## src/rtl/canirq_pkg.sv

```systemverilog
package canirq_pkg;
    localparam int REG_W = 8;

    // register addresses
    localparam int A_CTRL = 0;
    localparam int A_CMD  = 1;
    localparam int A_STAT = 2;
    localparam int A_INTR = 3;
    localparam int A_IEN  = 4;
    localparam int A_CDIV = 5;

    // interrupt flag positions
    localparam int FL_RX  = 0;
    localparam int FL_TX  = 1;
    localparam int FL_OVR = 3;

    // status positions
    localparam int ST_RXFULL = 0;
    localparam int ST_OVR    = 1;
    localparam int ST_RXING  = 4;
    localparam int ST_TXST   = 5;

    // command bits and mode bit
    localparam int CMD_RELEASE = 2;
    localparam int CMD_CLROVR  = 3;
    localparam int CDIV_EXT    = 7;

    typedef enum logic {
        MODE_BASIC = 1'b0,
        MODE_EXT   = 1'b1
    } mode_e;

    typedef struct packed {
        logic rx;
        logic tx;
        logic ovr;
    } ev_t;
endpackage

```

## src/rtl/canirq_regs.sv

```systemverilog
module canirq_regs
    import canirq_pkg::*;
#(
    parameter int ADDR_W = 3
) (
    input  logic              clk,
    input  logic              rst_n,
    input  logic              wr,
    input  logic [ADDR_W-1:0] addr,
    input  logic [REG_W-1:0]  wdata,
    output logic [REG_W-1:0]  ctrl_q,
    output logic [REG_W-1:0]  ien_q,
    output logic [REG_W-1:0]  cdiv_q,
    output mode_e             mode,
    output logic              cmd_release,
    output logic              cmd_clr_ovr
);
    mode_e mode_q, mode_d;
    logic  cdiv_wr;

    assign cdiv_wr = wr && (addr == ADDR_W'(A_CDIV));

    // state register
    always_ff @(posedge clk) begin
        if (!rst_n) mode_q <= MODE_BASIC;
        else        mode_q <= mode_d;
    end

    // next state
    always_comb begin
        mode_d = mode_q;
        unique case (mode_q)
            MODE_BASIC: if (cdiv_wr && wdata[CDIV_EXT])  mode_d = MODE_EXT;
            MODE_EXT:   if (cdiv_wr && !wdata[CDIV_EXT]) mode_d = MODE_BASIC;
        endcase
    end

    // outputs
    always_comb begin
        mode        = mode_q;
        cmd_release = wr && (addr == ADDR_W'(A_CMD)) && wdata[CMD_RELEASE];
        cmd_clr_ovr = wr && (addr == ADDR_W'(A_CMD)) && wdata[CMD_CLROVR];
    end

    always_ff @(posedge clk) begin
        if (!rst_n) begin
            ctrl_q <= '0;
            ien_q  <= '0;
            cdiv_q <= '0;
        end else if (wr) begin
            if (addr == ADDR_W'(A_CTRL)) ctrl_q <= wdata;
            if (addr == ADDR_W'(A_IEN))  ien_q  <= wdata;
            if (addr == ADDR_W'(A_CDIV)) cdiv_q <= wdata;
        end
    end

    assert_mode_select_R2: assert property (@(posedge clk) disable iff (!rst_n)
        cdiv_wr |=> (mode_q == ($past(wdata[CDIV_EXT]) ? MODE_EXT : MODE_BASIC)));
endmodule

```

## src/rtl/canirq_flagbank.sv

```systemverilog
module canirq_flagbank
    import canirq_pkg::*;
(
    input  logic             clk,
    input  logic             rst_n,
    input  logic             active,
    input  ev_t              ev,
    input  logic             cmd_release,
    input  logic             cmd_clr_ovr,
    input  logic             rd_clr,
    input  logic             pend_nz,
    input  logic             pend_one,
    output logic [REG_W-1:0] flag_q,
    output logic [REG_W-1:0] stat_q
);
    logic [REG_W-1:0] flag_d, stat_d;

    // clears first, events last, so an event in the same cycle wins
    always_comb begin
        flag_d = flag_q;
        stat_d = stat_q;
        if (active) begin
            if (rd_clr) begin
                flag_d = '0;
                if (pend_nz) flag_d[FL_RX] = 1'b1;
            end
            if (cmd_release && pend_nz && pend_one) begin
                stat_d[ST_RXFULL] = 1'b0;
                flag_d[FL_RX]     = 1'b0;
            end
            if (cmd_clr_ovr) begin
                stat_d[ST_OVR] = 1'b0;
                flag_d[FL_OVR] = 1'b0;
            end
            if (ev.tx) begin
                stat_d[ST_TXST] = 1'b0;
                flag_d[FL_TX]   = 1'b1;
            end
            if (ev.rx) begin
                stat_d[ST_RXFULL] = 1'b1;
                stat_d[ST_RXING]  = 1'b0;
                flag_d[FL_RX]     = 1'b1;
            end
            if (ev.ovr) begin
                stat_d[ST_OVR]   = 1'b1;
                stat_d[ST_RXING] = 1'b0;
                flag_d[FL_OVR]   = 1'b1;
            end
        end
    end

    always_ff @(posedge clk) begin
        if (!rst_n) begin
            flag_q <= '0;
            stat_q <= '0;
        end else begin
            flag_q <= flag_d;
            stat_q <= stat_d;
        end
    end

    assert_idle_bank_R2: assert property (@(posedge clk) disable iff (!rst_n)
        !active |=> ($stable(flag_q) && $stable(stat_q)));
    assert_rx_event_R6: assert property (@(posedge clk) disable iff (!rst_n)
        (active && ev.rx) |=> (flag_q[FL_RX] && stat_q[ST_RXFULL] && !stat_q[ST_RXING]));
    assert_tx_event_R7: assert property (@(posedge clk) disable iff (!rst_n)
        (active && ev.tx) |=> (flag_q[FL_TX] && !stat_q[ST_TXST]));
    assert_ovr_event_R8: assert property (@(posedge clk) disable iff (!rst_n)
        (active && ev.ovr) |=> (flag_q[FL_OVR] && stat_q[ST_OVR]));
    assert_release_ignored_R9: assert property (@(posedge clk) disable iff (!rst_n)
        (active && cmd_release && !pend_nz && !rd_clr && !ev.rx) |=> $stable(flag_q[FL_RX]));
    assert_clear_ovr_R10: assert property (@(posedge clk) disable iff (!rst_n)
        (active && cmd_clr_ovr && !ev.ovr) |=> (!flag_q[FL_OVR] && !stat_q[ST_OVR]));
    assert_read_clear_R11: assert property (@(posedge clk) disable iff (!rst_n)
        (active && rd_clr && !pend_nz && !ev.rx && !ev.tx && !ev.ovr) |=> (flag_q == '0));
    assert_read_refill_R11: assert property (@(posedge clk) disable iff (!rst_n)
        (active && rd_clr && pend_nz && !cmd_release) |=> flag_q[FL_RX]);
    assert_event_wins_R12: assert property (@(posedge clk) disable iff (!rst_n)
        (active && rd_clr && ev.tx) |=> flag_q[FL_TX]);
endmodule

```

## src/rtl/canirq_irqgen.sv

```systemverilog
module canirq_irqgen
    import canirq_pkg::*;
(
    input  logic             clk,
    input  logic             rst_n,
    input  mode_e            mode,
    input  logic [REG_W-1:0] ien,
    input  logic [REG_W-1:0] ctrl,
    input  logic [REG_W-1:0] flags,
    output logic             irq
);
    logic [REG_W-1:0] en_sel;
    logic             level;

    always_comb begin
        unique case (mode)
            MODE_EXT:   en_sel = ien;
            MODE_BASIC: en_sel = ctrl >> 1;
        endcase
        level = |(en_sel & flags);
    end

    always_ff @(posedge clk) begin
        if (!rst_n) irq <= 1'b0;
        else        irq <= level;
    end

    assert_irq_follows_R5: assert property (@(posedge clk) disable iff (!rst_n)
        irq == $past(level));
    assert_irq_needs_flag_R3: assert property (@(posedge clk) disable iff (!rst_n)
        ($past(flags) == '0) |-> !irq);
endmodule

```

## src/rtl/canirq_core.sv

```systemverilog
module canirq_core
    import canirq_pkg::*;
#(
    parameter int ADDR_W = 3,
    parameter int PEND_W = 6
) (
    input  logic              clk,
    input  logic              rst_n,
    input  logic              bus_wr,
    input  logic              bus_rd,
    input  logic [ADDR_W-1:0] bus_addr,
    input  logic [7:0]        bus_wdata,
    output logic [7:0]        bus_rdata,
    input  logic              ev_rx,
    input  logic              ev_ovr,
    input  logic              ev_tx,
    input  logic [PEND_W-1:0] rx_pending,
    output logic              irq
);
    localparam int N_BANK = 2;

    logic [REG_W-1:0] ctrl_q, ien_q, cdiv_q;
    mode_e            mode;
    logic             cmd_release, cmd_clr_ovr, rd_clr, pend_nz, pend_one;
    ev_t              ev;
    logic [REG_W-1:0] flag_b [N_BANK];
    logic [REG_W-1:0] stat_b [N_BANK];
    logic [REG_W-1:0] flag_act, stat_act;

    assign ev       = '{rx: ev_rx, tx: ev_tx, ovr: ev_ovr};
    assign rd_clr   = bus_rd && (bus_addr == ADDR_W'(A_INTR));
    assign pend_nz  = |rx_pending;
    assign pend_one = (rx_pending == PEND_W'(1));

    canirq_regs #(.ADDR_W(ADDR_W)) u_regs (
        .clk(clk), .rst_n(rst_n), .wr(bus_wr), .addr(bus_addr), .wdata(bus_wdata),
        .ctrl_q(ctrl_q), .ien_q(ien_q), .cdiv_q(cdiv_q), .mode(mode),
        .cmd_release(cmd_release), .cmd_clr_ovr(cmd_clr_ovr)
    );

    for (genvar g = 0; g < N_BANK; g++) begin : g_bank
        canirq_flagbank u_bank (
            .clk(clk), .rst_n(rst_n),
            .active(mode == ((g == 1) ? MODE_EXT : MODE_BASIC)),
            .ev(ev), .cmd_release(cmd_release), .cmd_clr_ovr(cmd_clr_ovr),
            .rd_clr(rd_clr), .pend_nz(pend_nz), .pend_one(pend_one),
            .flag_q(flag_b[g]), .stat_q(stat_b[g])
        );
    end

    assign flag_act = (mode == MODE_EXT) ? flag_b[1] : flag_b[0];
    assign stat_act = (mode == MODE_EXT) ? stat_b[1] : stat_b[0];

    canirq_irqgen u_irq (
        .clk(clk), .rst_n(rst_n), .mode(mode), .ien(ien_q), .ctrl(ctrl_q),
        .flags(flag_act), .irq(irq)
    );

    always_comb begin
        bus_rdata = '0;
        if      (bus_addr == ADDR_W'(A_CTRL)) bus_rdata = ctrl_q;
        else if (bus_addr == ADDR_W'(A_STAT)) bus_rdata = stat_act;
        else if (bus_addr == ADDR_W'(A_INTR)) bus_rdata = flag_act;
        else if (bus_addr == ADDR_W'(A_IEN))  bus_rdata = ien_q;
        else if (bus_addr == ADDR_W'(A_CDIV)) bus_rdata = cdiv_q;
    end

    assert_reset_quiet_R1: assert property (@(posedge clk)
        $past(!rst_n) |-> (!irq && (flag_act == '0) && (mode == MODE_BASIC)));
endmodule

```

## config.mk

```make
export PLATFORM = sky130hd
export DESIGN_NAME = canirq_core
export DESIGN_NICKNAME = d
export VERILOG_FILES = /design/src/rtl/canirq_pkg.sv /design/src/rtl/canirq_regs.sv /design/src/rtl/canirq_flagbank.sv /design/src/rtl/canirq_irqgen.sv /design/src/rtl/canirq_core.sv
export SDC_FILE = /design/constraint.sdc
export NUM_CORES = 1
export LEC_CHECK = 0
export ABC_AREA = 1
export BUFFER_PORTS_ARGS = -buffer_cell sky130_fd_sc_hd__buf_2
export CAP_MARGIN = 30
export CORE_ASPECT_RATIO = 1.4
export CORE_UTILIZATION = 56
export CTS_BUF_LIST = sky130_fd_sc_hd__clkbuf_4
export DETAILED_ROUTE_END_ITERATION = 7
export PLACE_DENSITY = 0.82
export SETUP_SLACK_MARGIN = 0.15
export SLEW_MARGIN = 5
export SYNTH_ARGS = -nofsm -noshare
export SYNTH_HDL_FRONTEND = slang
export SYNTH_SLANG_ARGS = --single-unit
```

## constraint.sdc

```tcl
create_clock -name clk -period 1.2 [get_ports clk]
set_input_delay 0.24 -clock clk [delete_from_list [all_inputs] [get_ports clk]]
set_output_delay 0.24 -clock clk [all_outputs]
set_load 0.005 [all_outputs]
```

==> results of run 1 <==
## power breakdown
part / leakage [uW] / switching [uW] / internal, uW
combinational: 0.000775 / 229 / 194
sequential: 0.000288 / 23.4 / 1210
clock: 0.0000361 / 434 / 274
total: 0.00110 / 686 / 1670
## state kept, by name, summed over array words and instances (netlist names)
register	count
g_bank.u_bank.flag_q	6
g_bank.u_bank.stat_q	4
u_irq.irq	1
u_regs.cdiv_q	8
u_regs.ctrl_q	8
u_regs.ien_q	8
## what timing repair did
item,4_1_cts,5_1_grt
pin swaps,4,2
endpoints found under the setup margin,13,22
cloned,1,0
endpoints found under the hold margin,0,0
buffers inserted,6,3
resized for setup,33,7
## per-stage QoR
stage / util [%] / total power (uW) / cell area, um2
after CTS: 79.7 / 2290 / 2290
after global routing: 81.2 / 2440 / 2340
final: 81.2 / 2360 / 2340
after detailed placement: 72.0 / 1590 / 2070
after floorplan: - / 1440 / 1750
after global placement: 72.0 / 1580 / 2070
## cell families after synthesis
| group | Yosys count |
|---|---|
| flops | 35 |
| simple gates | 87 |
| mux | 1 |
| buf+inv | 45 |
| compound gates | 72 |
## worst min-delay path, stage by stage
cell	delay, ns
buf_2	0.10
nand2_1	0.05
a21oi_1	0.06
## worst max-delay path by stage
stage / end / slack (ns)
after global placement: bus_rdata[6] / -0.15
final: bus_rdata[0] / -0.60
after floorplan: bus_rdata[1] / 0.09
after CTS: bus_rdata[1] / -0.42
after global routing: bus_rdata[0] / -0.64
after detailed placement: bus_rdata[6] / -0.18
## layout make-up
cell class / count / area share [%]
Multi-Input combinational cell: 160 / 37.2
Sequential cell: 35 / 30.4
Timing Repair Buffer: 71 / 22.7
Inverter: 32 / 5.36
Clock buffer: 7 / 2.25
Tap cell: 37 / 1.98
Clock inverter: 1 / 0.214
## layout by cell type, fill, tap and decap left out, drive strengths merged
cell type / Yosys / final
inv: 32 / 32
a21oi: 35 / 35
nand3: 14 / 14
o21ai: 29 / 29
nand2: 59 / 59
mux2: 1 / 1
clkinv: 0 / 1
dfxtp: 35 / 35
buf: 10 / 71
nand4: 3 / 3
nor2: 9 / 9
o22ai: 3 / 3
o221ai: 5 / 5
clkbuf: 3 / 7
nor3: 2 / 2
## metal layers
layer / GRT usage, % / part of all wire [%] / up-vias / wire (um)
li1: - / - / 917 / -
met1: 32.6 / 35 / 914 / 1940
met2: 65.0 / 52 / 112 / 2910
met3: 8.22 / 6.5 / 44 / 365
met4: 22.1 / 7.0 / 0 / 391
met5: 0 / 0 / - / 0
==> flow_summary.yaml, run 1 <==
clock_tree:
  cts_inserted_buffers: 5
  root_buffer: "clkbuf_4"
  cts_buffer_depth: 2
  clkSinkCount: 35
  h-tree-depth: 2
  clkLatencyLatePin_ns: 0.36
  clk_pin_slew_ns: 0.12
  cts_hold_buf: 0
  cts_tree: "yes"
placed_design:
  gp_congestion: 0.809
  portBuffers: 32
  pre_cts_slack_ns: -0.176
  placedCellCount: 325
  place_hpwl_um: 3350
setup_path:
  critPathLaunchType: "flip-flop"
  r2r-end: "u_irq.irq$_SDFF_PN0_"
  path_max_fanout: 6
  required_ns: 0.96
  crit_start: "u_regs.cdiv_q[7]$_SDFFE_PN0P_"
  reg2reg_from: "u_regs.cdiv_q[7]$_SDFFE_PN0P_"
  path_buf_inv: 2
  critPathKind: "flip-flop to output port"
  r2r_slack_ns: 0.03
  slowest_stage: "dfxtp_4"
  cp.arrival_ns: 1.56
  cp_top_family: "flip-flops"
  r2r_cells: 8
  max_stage_delay_ns: 0.39
  critPathCaptureType: "output port"
  crit_cells: 6
  path_cells: "buf_4 -> nand2_1 -> o21ai_1 -> a21oi_1 -> nand3_1 -> buf_2"
synthesis:
  synth_most_common_cell: "nand2_1"
  post_synth_mux_area_share_pct: 0.666
  netlist_top_cells_area: "dfxtp_1, nand2_1, a21oi_1"
  ys_top_cells_by_count: "nand2_1, a21oi_1, dfxtp_1"
  synth-xor-area-share_pct: 0
  ys_ff_latch: 35
  yosys.area_share.adder_pct: 0
  syn_inst: 240
  yosys.area_share.simple_pct: 22.6
  netlist_area_um2: 1690
  synth_warnings: 0
  synthFlopType: "dfxtp_1"
  ys_seq_area_share_pct: 41.5
  synth_nets: 264
  netlist.area_leader.share_pct: 41.5
  synth_top_family_by_area: "compound AO/OA/AOI/OAI gates"
  synth.distinct_cells: 23
  synth_edf_count: 0
  yosys.area.top_type: "dfxtp_1"
  avgSynthCellArea_um2: 7.04
  synth_compound_area_share_pct: 22.6
  synthArstFlopShare_pct: 0
cells_and_area:
  diodes: 0
  layoutNonFillerInstCount: 343
  layout.nets: 329
  area_growth_pct: 38.2
  fillers: 189
  drive_gt1_share_pct: 35.0
  ff_latch_area_um2: 709
  multi_input_area_um2: 868
hold_path:
  hold-path-endpoint: "g_bank[1].u_bank.flag_q[1]$_SDFFE_PN0P_"
  hold_class: "input pin to flip-flop"
  hold_start: "ev_tx"
  hold_depth: 3
detailed_routing:
  vias: 1987
  avgRoutedWirePerCell_um: 16.3
  drc: 0
  via_per_inst: 5.79
  routed_wl_um: 5600
  first_pass_iters: 5
  drt.antenna.violating_nets: 0
  drt_iter0_drc: 98
status:
  status: "finished with violations"
  violations: "setup timing"
sta:
  finalMaxSlewViolations: 0
  skew_ns: 0.00756
  final_hold_viol_count: 0
  rsz0062_at_grt: "true"
  slew_headroom_pct: 80.1
  finalSetupViolCount: 8
  finalWorstSetupSlack_ns: -0.599
  period_share_pct: 150
  worst_pin_slew_ns: 0.296
  fin_hold_ws_ns: 0.134
  period_needed_ns: 1.80
  tns_ns: -2.34
  max_freq_ghz: 0.556
power:
  power.density_nw_per_um2: 1010
  peakVddDrop_mv: 0.907
  p_leak_uw: 0.00110
floorplanning:
  fp.dieH_um: 67.0
  core_um2: 2880
  ioPinCount: 33
  row_count: 23
  start_util_pct: 58.7
  die_x_um: 48.4
  die_area_um2: 3250
grt:
  antenna_found_initial: 0
  grt_usage_pct: 34.1
  gr-total-overflow: 0
  grt_max_degree: 17
  grt_pass1_vias: 1898
  grt_pass1_wl_um: 8200
job:
  drv_cap: 0
(Power assumes the default switching activity.)
==> inputs of run 2 (changes only) <==
Settings changed: RECOVER_POWER set to 25.
==> flow_summary.yaml, run 2 (same netlist as run 1, synthesis figures left out) <==
setup_path:
  path_max_fanout: 6
  critPathLaunchType: "flip-flop"
  required_ns: 0.96
  critPathCaptureType: "output port"
  critPathKind: "flip-flop to output port"
  cp.arrival_ns: 1.54
grt:
  grt_max_degree: 17
  grt_pass1_wl_um: 8200
  grt_pass1_vias: 1898
  antenna_found_initial: 0
  grt_usage_pct: 34.1
  gr-total-overflow: 0
clock_tree:
  cts_buffer_depth: 2
  clkLatencyLatePin_ns: 0.36
  root_buffer: "clkbuf_4"
  clkSinkCount: 35
  cts_inserted_buffers: 5
  cts_hold_buf: 0
  h-tree-depth: 2
  cts_tree: "yes"
  clk_pin_slew_ns: 0.11
cells_and_area:
  final_common_cell: "nand2_1"
  final_cell_mix: "nand2_1, a21oi_1, buf_4, dfxtp_1, buf_2"
  diodes: 0
  reg_top3: "u_regs.cdiv_q (8), u_regs.ctrl_q (8), u_regs.ien_q (8)"
  layout.nets: 329
  layoutNonFillerInstCount: 343
  ff_latch_area_um2: 709
  multi_input_area_um2: 866
  drive_gt1_share_pct: 34.0
  fillers: 195
  utilization_pct: 80.4
  area_growth_pct: 36.9
placed_design:
  portBuffers: 32
  gp_congestion: 0.809
  pre_cts_slack_ns: -0.176
  placedCellCount: 325
  place_hpwl_um: 3350
floorplanning:
  core_um2: 2880
  ioPinCount: 33
  row_count: 23
  die_area_um2: 3250
  fp.dieH_um: 67.0
  die_x_um: 48.4
  start_util_pct: 58.7
detailed_routing:
  routed_wl_um: 5640
  drc: 0
  via_per_inst: 5.73
  avgRoutedWirePerCell_um: 16.4
  drt.antenna.violating_nets: 0
  drt_iter0_drc: 90
  first_pass_iters: 4
  vias: 1967
sta:
  slew_headroom_pct: 76.4
  finalSetupViolCount: 21
  finalWorstSetupSlack_ns: -0.581
  period_share_pct: 148
  finalMaxSlewViolations: 0
  worst_pin_slew_ns: 0.354
  period_needed_ns: 1.78
  max_freq_ghz: 0.562
  rsz0062_at_grt: "true"
  skew_ns: 0.00523
  final_hold_viol_count: 0
power:
  power.density_nw_per_um2: 1020
  peakVddDrop_mv: 0.903
  p_leak_uw: 0.00109
job:
  drv_cap: 0
hold_path:
  hold_class: "input pin to flip-flop"
status:
  status: "finished with violations"
  violations: "setup timing"
[run 2: cell types whose count changed in the layout (fill, tap and decap cells not counted), sizes merged]
cell,delta
buf,-3
clkbuf,+3
[run 2: timing repair]
item                       in CTS  in global routing
pin swaps                       4                  2
setup buffers                   6                  3
cloned                          1                  0
gates resized for setup        33                  7
setup endpoints to repair      13                 22
[run 2: area by class of cell]
| cell class | instances | share of cell area [%] |
|---|---|---|
| Sequential cell | 35 | 30.7 |
| Timing Repair Buffer | 71 | 22.2 |
| Clock inverter | 1 | 0.216 |
| Tap cell | 37 | 2.00 |
| Inverter | 32 | 5.19 |
| Multi-Input combinational cell | 160 | 37.4 |
| Clock buffer | 7 | 2.27 |
[run 2: where the power goes]
part	switching [uW]	internal, uW	leakage [uW]	total, uW
Clock	433	274	0.0000361	707
Sequential	23.4	1210	0.000288	1230
Combinational	227	188	0.000769	415
Total	683	1670	0.00109	2350
[run 2: layer usage]
layer  GRT usage, %  wire length, um  share of wire [%]
met3           8.22              359                6.4
met1           32.6             2000                 35
met5              0                0                  0
met4           22.1              361                6.4
met2           65.0             2920                 52
[run 2: worst paths after layout]
kind	from	to	slack (ns)	depth (start not counted)
worst max register to register	u_regs.cdiv_q[7]$_SDFFE_PN0P_	u_irq.irq$_SDFF_PN0_	0.05	8
worst max-delay path	u_regs.cdiv_q[7]$_SDFFE_PN0P_	bus_rdata[0]	-0.58	6
worst min register to register	u_regs.cdiv_q[2]$_SDFFE_PN0P_	u_regs.cdiv_q[2]$_SDFFE_PN0P_	0.46	2
worst min-delay path	ev_tx	g_bank[1].u_bank.flag_q[1]$_SDFFE_PN0P_	0.13	3
[run 2: critical path: stages (launching register included)]
cell	delay, ns
dfxtp_4	0.39
buf_4	0.15
nand2_1	0.06
o21ai_1	0.10
a21oi_1	0.22
nand3_1	0.12
buf_2	0.14
[run 2: stage by stage]
| stage | TNS (ns) | hold slack (ns) | area [um2] | power, uW |
|---|---|---|---|---|
| floorplan | 0 | 0.378 | 1750 | 1440 |
| global placement | -1.32 | 0.447 | 2070 | 1580 |
| detailed placement | -2.18 | 0.455 | 2070 | 1590 |
| CTS | -1.93 | 0.140 | 2290 | 2290 |
| global route | -5.60 | 0.132 | 2310 | 2430 |
| finish | -3.67 | 0.133 | 2310 | 2350 |
